[config.mk]
export PLATFORM = sky130hd
export DESIGN_NAME = bsram_core
export DESIGN_NICKNAME = d
export VERILOG_FILES = /design/src/rtl/bsram_pkg.sv /design/src/rtl/bsram_decode.sv /design/src/rtl/bsram_burst_ctr.sv /design/src/rtl/bsram_array.sv /design/src/rtl/bsram_core.sv
export SDC_FILE = /design/constraint.sdc
export NUM_CORES = 2
export LEC_CHECK = 0
export ABC_AREA = 1
export CELL_PAD_IN_SITES_DETAIL_PLACEMENT = 1
export CELL_PAD_IN_SITES_GLOBAL_PLACEMENT = 2
export CORE_MARGIN = 2
export CORE_UTILIZATION = 30
export CTS_BUF_LIST = sky130_fd_sc_hd__clkbuf_4 sky130_fd_sc_hd__clkbuf_8 sky130_fd_sc_hd__clkbuf_16
export DETAILED_ROUTE_END_ITERATION = 12
export PLACE_DENSITY = 0.61
export SYNTH_ARGS = -nofsm -noshare
export SYNTH_HDL_FRONTEND = slang
export SYNTH_SLANG_ARGS = --single-unit
[constraint.sdc]
create_clock -name clk -period 10.05 [get_ports clk]
set_input_delay 3.015 -clock clk [delete_from_list [all_inputs] [get_ports clk]]
set_output_delay 3.015 -clock clk [all_outputs]
set_load 0.02 [all_outputs]
[src/rtl/bsram_pkg.sv]
package bsram_pkg;
    typedef enum logic [1:0] {
        CYC_NONE = 2'd0,
        CYC_RD   = 2'd1,
        CYC_WR   = 2'd2
    } cyc_t;

    typedef enum logic {
        ST_DESEL = 1'b0,
        ST_BURST = 1'b1
    } state_t;

    // low two address bits for burst step n from start
    function automatic logic [1:0] burst_lo(input logic [1:0] start,
                                            input logic [1:0] n,
                                            input logic       ilv);
        return ilv ? (start ^ n) : 2'(start + n);
    endfunction
endpackage

[src/rtl/bsram_decode.sv]
module bsram_decode #(
    parameter int LANES = 4
) (
    input  logic             proc_stb_n,
    input  logic             ctrl_stb_n,
    input  logic             cs1_n,
    input  logic             cs2,
    input  logic             cs3_n,
    input  logic             wr_all_n,
    input  logic             wr_gate_n,
    input  logic [LANES-1:0] lane_wr_n,
    output logic             cmd_begin,
    output logic             cmd_desel,
    output logic             cmd_cont,
    output logic             wr_begin,
    output logic             wcond,
    output logic [LANES-1:0] lane_mask
);
    logic sel_ok;

    always_comb begin
        sel_ok    = !cs1_n && cs2 && !cs3_n;
        cmd_begin = sel_ok && (!proc_stb_n || !ctrl_stb_n);
        cmd_desel = !sel_ok && (!ctrl_stb_n || (!proc_stb_n && !cs1_n));
        cmd_cont  = proc_stb_n && ctrl_stb_n;
        if (!wr_all_n)
            lane_mask = '1;
        else if (!wr_gate_n)
            lane_mask = ~lane_wr_n;
        else
            lane_mask = '0;
        wcond    = |lane_mask;
        wr_begin = cmd_begin && proc_stb_n && wcond;
    end
endmodule

[src/rtl/bsram_burst_ctr.sv]
module bsram_burst_ctr
    import bsram_pkg::*;
#(
    parameter int ADDR_W = 6
) (
    input  logic              clk,
    input  logic              rst_n,
    input  logic              en,
    input  logic              load,
    input  logic              step,
    input  logic              ilv,
    input  logic [ADDR_W-1:0] addr_in,
    output logic [ADDR_W-1:0] cur_addr,
    output logic [ADDR_W-1:0] nxt_addr
);
    localparam int HI_W = ADDR_W - 2;

    logic [HI_W-1:0] hi_q;
    logic [1:0]      lo0_q;
    logic [1:0]      cnt_q;

    always_ff @(posedge clk or negedge rst_n) begin
        if (!rst_n) begin
            hi_q  <= '0;
            lo0_q <= '0;
            cnt_q <= '0;
        end else if (en) begin
            if (load) begin
                hi_q  <= addr_in[ADDR_W-1:2];
                lo0_q <= addr_in[1:0];
                cnt_q <= '0;
            end else if (step) begin
                cnt_q <= cnt_q + 2'd1;
            end
        end
    end

    always_comb begin
        cur_addr = {hi_q, burst_lo(lo0_q, cnt_q, ilv)};
        if (load)
            nxt_addr = addr_in;
        else if (step)
            nxt_addr = {hi_q, burst_lo(lo0_q, 2'(cnt_q + 2'd1), ilv)};
        else
            nxt_addr = cur_addr;
    end


    hi_hold_chk: assert property (@(posedge clk) disable iff (!rst_n)
        !(en && load) |=> $stable(hi_q));


    step_inc_chk: assert property (@(posedge clk) disable iff (!rst_n)
        (en && step && !load) |=> cnt_q == 2'($past(cnt_q) + 2'd1));


    load_zero_chk: assert property (@(posedge clk) disable iff (!rst_n)
        (en && load) |=> cnt_q == 2'd0);
endmodule

[src/rtl/bsram_array.sv]
module bsram_array #(
    parameter int ADDR_W = 6,
    parameter int DATA_W = 32,
    parameter int LANES  = 4
) (
    input  logic              clk,
    input  logic              we,
    input  logic [LANES-1:0]  lane_en,
    input  logic [ADDR_W-1:0] waddr,
    input  logic [DATA_W-1:0] wdata,
    input  logic [ADDR_W-1:0] raddr,
    output logic [DATA_W-1:0] rdata
);
    localparam int LANE_W = DATA_W / LANES;
    localparam int DEPTH  = 1 << ADDR_W;

    for (genvar g = 0; g < LANES; g++) begin : g_lane
        logic [LANE_W-1:0] store [DEPTH];

        always_ff @(posedge clk) begin
            if (we && lane_en[g])
                store[waddr] <= wdata[g*LANE_W +: LANE_W];
        end

        assign rdata[g*LANE_W +: LANE_W] = store[raddr];
    end
endmodule

[src/rtl/bsram_core.sv]
module bsram_core
    import bsram_pkg::*;
#(
    parameter int ADDR_W = 6,
    parameter int DATA_W = 32,
    parameter int LANES  = 4
) (
    input  logic              clk,
    input  logic              rst_n,
    input  logic              proc_stb_n,
    input  logic              ctrl_stb_n,
    input  logic              adv_n,
    input  logic              cs1_n,
    input  logic              cs2,
    input  logic              cs3_n,
    input  logic              wr_all_n,
    input  logic              wr_gate_n,
    input  logic [LANES-1:0]  lane_wr_n,
    input  logic              oe_n,
    input  logic              burst_ilv,
    input  logic              sleep,
    input  logic [ADDR_W-1:0] addr,
    input  logic [DATA_W-1:0] wdata,
    output logic [DATA_W-1:0] rdata,
    output logic              rd_valid
);
    state_t state_q, state_n;
    cyc_t   cyc_q, cyc_n;

    logic              cmd_begin, cmd_desel, cmd_cont, wr_begin, wcond;
    logic [LANES-1:0]  lane_mask;
    logic              go, ctr_load, ctr_step, mem_we;
    logic [ADDR_W-1:0] cur_addr, nxt_addr;
    logic [DATA_W-1:0] mem_rd;

    assign go = !sleep;

    bsram_decode #(.LANES(LANES)) dec_i (
        .proc_stb_n (proc_stb_n),
        .ctrl_stb_n (ctrl_stb_n),
        .cs1_n      (cs1_n),
        .cs2        (cs2),
        .cs3_n      (cs3_n),
        .wr_all_n   (wr_all_n),
        .wr_gate_n  (wr_gate_n),
        .lane_wr_n  (lane_wr_n),
        .cmd_begin  (cmd_begin),
        .cmd_desel  (cmd_desel),
        .cmd_cont   (cmd_cont),
        .wr_begin   (wr_begin),
        .wcond      (wcond),
        .lane_mask  (lane_mask)
    );

    // state register
    always_ff @(posedge clk or negedge rst_n) begin
        if (!rst_n) begin
            state_q <= ST_DESEL;
            cyc_q   <= CYC_NONE;
        end else if (go) begin
            state_q <= state_n;
            cyc_q   <= cyc_n;
        end
    end

    // next state and control outputs
    always_comb begin
        state_n  = state_q;
        cyc_n    = CYC_NONE;
        ctr_step = 1'b0;
        unique case (state_q)
            ST_DESEL: begin
                if (cmd_begin) begin
                    state_n = ST_BURST;
                    cyc_n   = wr_begin ? CYC_WR : CYC_RD;
                end
            end
            ST_BURST: begin
                if (cmd_begin) begin
                    cyc_n = wr_begin ? CYC_WR : CYC_RD;
                end else if (cmd_desel) begin
                    state_n = ST_DESEL;
                end else if (cmd_cont) begin
                    cyc_n    = wcond ? CYC_WR : CYC_RD;
                    ctr_step = !adv_n;
                end
            end
            default: state_n = ST_DESEL;
        endcase
        ctr_load = cmd_begin;
        mem_we   = go && (cyc_n == CYC_WR);
    end

    bsram_burst_ctr #(.ADDR_W(ADDR_W)) ctr_i (
        .clk      (clk),
        .rst_n    (rst_n),
        .en       (go),
        .load     (ctr_load),
        .step     (ctr_step),
        .ilv      (burst_ilv),
        .addr_in  (addr),
        .cur_addr (cur_addr),
        .nxt_addr (nxt_addr)
    );

    bsram_array #(.ADDR_W(ADDR_W), .DATA_W(DATA_W), .LANES(LANES)) mem_i (
        .clk     (clk),
        .we      (mem_we),
        .lane_en (lane_mask),
        .waddr   (nxt_addr),
        .wdata   (wdata),
        .raddr   (cur_addr),
        .rdata   (mem_rd)
    );

    always_comb begin
        rd_valid = (cyc_q == CYC_RD) && !oe_n && !sleep;
        rdata    = rd_valid ? mem_rd : '0;
    end


    sleep_hold_chk: assert property (@(posedge clk) disable iff (!rst_n)
        sleep |=> ($stable(state_q) && $stable(cyc_q) && $stable(cur_addr)));


    desel_drop_chk: assert property (@(posedge clk) disable iff (!rst_n)
        (go && cmd_desel) |=> (state_q == ST_DESEL && !rd_valid));


    proc_read_chk: assert property (@(posedge clk) disable iff (!rst_n)
        (go && cmd_begin && !proc_stb_n) |=> cyc_q == CYC_RD);


    wr_no_drive_chk: assert property (@(posedge clk) disable iff (!rst_n)
        (go && mem_we) |=> !rd_valid);
endmodule

==> qor.yml <==
status:
  status: "completed"
sta:
  report.final.slew_viol_count: 0
  rsz0062_at_grt: "no"
  slew_headroom: 0.0824
  finalCriticalPeriod_ns: 9.41
  hold_ws_ns: 0.509
  hold_violations: 0
  period_share: 0.936
  finalSetupViolations: 0
  worst_pin_slew_ns: 1.37
  skew_ns: 0.0452
  fmax_mhz: 106
  fin_tns_setup_ns: 0
floorplanning:
  core.rowCount: 197
  die-width_um: 541
  ios: 88
  start_util: 0.301
  die-area_um2: 292000
  dieHeight_um: 541
  design.core.area_um2: 287000
global_routing:
  antenna_found_initial: 15
  overflow: 0
  grt_max_degree: 184
  grt_use_total: 0.211
  grt_pass1_wl_mm: 451
  grt_pass1_vias: 61000
layout:
  fin_nets: 8069
  mostFrequentLayoutCell: "nor2_1"
  layout_common_cells: "nor2_1, edfxtp_1, nand2_1"
  seqCellArea_um2: 61800
  drive_gt1_frac: 0.0839
  area_growth_pct: 14.8
  multiInputGateArea_um2: 22400
  nFillCells: 31300
  utilization: 0.345
  finalNonFillerCells: 12000
yosys:
  ys_ff_latch: 2059
  ys_warn_count: 0
  synth_cell_types: 29
  synth-seq-area-share: 0.715
  syn_area_um2: 86400
  syn-num-nets: 8056
  syn_inst: 7999
  syn_area_per_cell_um2: 10.8
drt:
  antenna_left: 0
  dr.pass1.iters: 7
  drcViolationCount: 0
  drt-vias-per-instance: 4.98
  wl_per_cell_um: 26.1
  num_vias: 59700
  drt-total-wl_mm: 314
  drtIter0Drc: 4857
worst_setup_path:
  crit_top_cell: "nand3_1"
  crit_type: "in2out"
  worst_ep_arrival_time_ns: 6.39
  endpoint_kind: "primary output"
  crit_chain: "clkdlybuf4s50_1, inv_1, nand2_1, inv_1, nand2_4, nand2_8, inv_4, buf_4, buf_4, nand2_1, nand3_1, nand3_1, nand3_1, a21oi_1, nor2_1, clkdlybuf4s50_1"
  critPathLaunchType: "primary input"
  critPathSlowestCell: "clkdlybuf4s50_1"
  crit_fanout: 22
  slowest_delay_ns: 0.68
  required_ns: 7.04
power:
  p_leak_nw: 34.6
  vdd_drop_max_uv: 304
  powerDensity_nw_per_um2: 283
place:
  place_congestion: 0.787
  dpl.cell_count: 11600
  dpl.hpwl_mm: 187
  portBuffers: 87
cts:
  postCtsHoldBufs: 0
  cts_tree: "done"
  clk_latency_ns: 0.94
  cts.path.max_buffers: 4
  cts_sinks: 2059
  cts_resized: 0
  cts_made_buffers: 238
  htreeDepth: 4
  post_cts_buffers: 0
  cts_root_buffer: "clkbuf_16"
  clk_pin_slew_ns: 0.05
worst_hold_path:
  hold_class: "reg2reg"
job:
  max_cap_violations: 0
metrics by stage:
stage	setup slack, ns	area (um2)	power, mW
after floorplan	2.52	86400	16.2
after global placement	0.518	91700	20.1
after detailed placement	0.553	91800	20.1
after CTS	0.547	99100	28.5
after global routing	0.461	99200	29.7
final	0.642	99200	28.1
final timing paths:
kind                                       startpoint                                      to  slack [ns]  depth (start not counted)
max                                         burst_ilv                                rdata[2]        0.64                         16
min                              cyc_q[1]$_DFFE_PN0N_                    cyc_q[1]$_DFFE_PN0N_        0.51                          2
max reg2reg                ctr_i.cnt_q[0]$_DFFE_PN0P_  mem_i.g_lane[0].store[44][1]$_DFFE_PP_        4.12                         10
min reg2reg                      cyc_q[1]$_DFFE_PN0N_                    cyc_q[1]$_DFFE_PN0N_        0.51                          2
max in group asynchronous                       rst_n               ctr_i.hi_q[2]$_DFFE_PN0P_        7.06                          1
min in group asynchronous                       rst_n              ctr_i.cnt_q[1]$_DFFE_PN0P_        2.51                          1
Yosys cell counts:
cell	count	area (um2)
a22oi_1	14	105
o211ai_1	13	97.6
clkbuf_1	253	950
a211oi_1	1	7.51
o21ai_1	7	35.0
nand4_1	65	407
o21ai_2	1	8.76
a21oi_1	171	856
xor2_1	3	26.3
clkinv_1	1	3.75
nand2_2	1	6.26
inv_1	21	78.8
nor3_1	1	5.00
o21ai_0	77	385
buf_2	185	926
nor2_2	7	43.8
or2_2	33	206
ha_1	2	25.0
edfxtp_1	2048	61500
nand3_1	1072	5370
buf_6	1	11.3
buf_1	79	297
nor2_1	2429	9120
inv_2	4	15.0
dfrtp_1	11	275
buf_4	1	7.51
nor2_4	1	11.3
a31oi_1	1	6.26
nand2_1	1496	5620
registers in the layout (all words and copies together), names as in the netlist:
name	cells
cyc_q	2
ctr_i.lo0_q	2
ctr_i.hi_q	4
mem_i.g_lane.store	2048
state_q	1
ctr_i.cnt_q	2
critical path: cells and delay by family:
| family | cells | cell delay, ns |
|---|---|---|
| buf+inv | 7 | 2.08 |
| compound gates | 1 | 0.13 |
| simple gates | 8 | 1.14 |
logic make-up (layout without fill, tap and decap cells):
| group | after synthesis | after routing | synth area share |
|---|---|---|---|
| and+or+nand+nor | 5105 | 5105 | 0.240 |
| DFF | 2059 | 2059 | 0.715 |
| buffers and inverters | 545 | 745 | 0.0265 |
| AOI/OAI and AO/OA | 285 | 285 | 0.0174 |
| xor gates and xnor gates | 3 | 3 | 0.000304 |
| adders and majority gates | 2 | 2 | 0.000290 |
| other | 0 | 18 | 0 |
layout make-up:
| type | instances | area share |
|---|---|---|
| sequential | 2059 | 0.623 |
| inverter | 26 | 0.00124 |
| clock inverter | 126 | 0.00872 |
| clock buffer | 301 | 0.0652 |
| timing repair buffer | 292 | 0.0275 |
| multi-input combinational | 5395 | 0.226 |
| tap | 3781 | 0.0477 |
| antenna | 18 | 0.000454 |
power by group:
| group | total (mW) | leakage [nW] | switching [mW] | internal (mW) |
|---|---|---|---|---|
| registers | 9.58 | 18.5 | 0.0612 | 9.52 |
| logic | 10.2 | 12.4 | 7.50 | 2.72 |
| clock network | 8.31 | 3.67 | 3.54 | 4.77 |
layer usage:
layer | routed length [um] | track usage
met4 | 6420 | 0.0440
met3 | 12600 | 0.0301
met5 | 8 | 0
met1 | 141000 | 0.284
met2 | 153000 | 0.360
No activity file was read; power rests on OpenSTA's default activity.
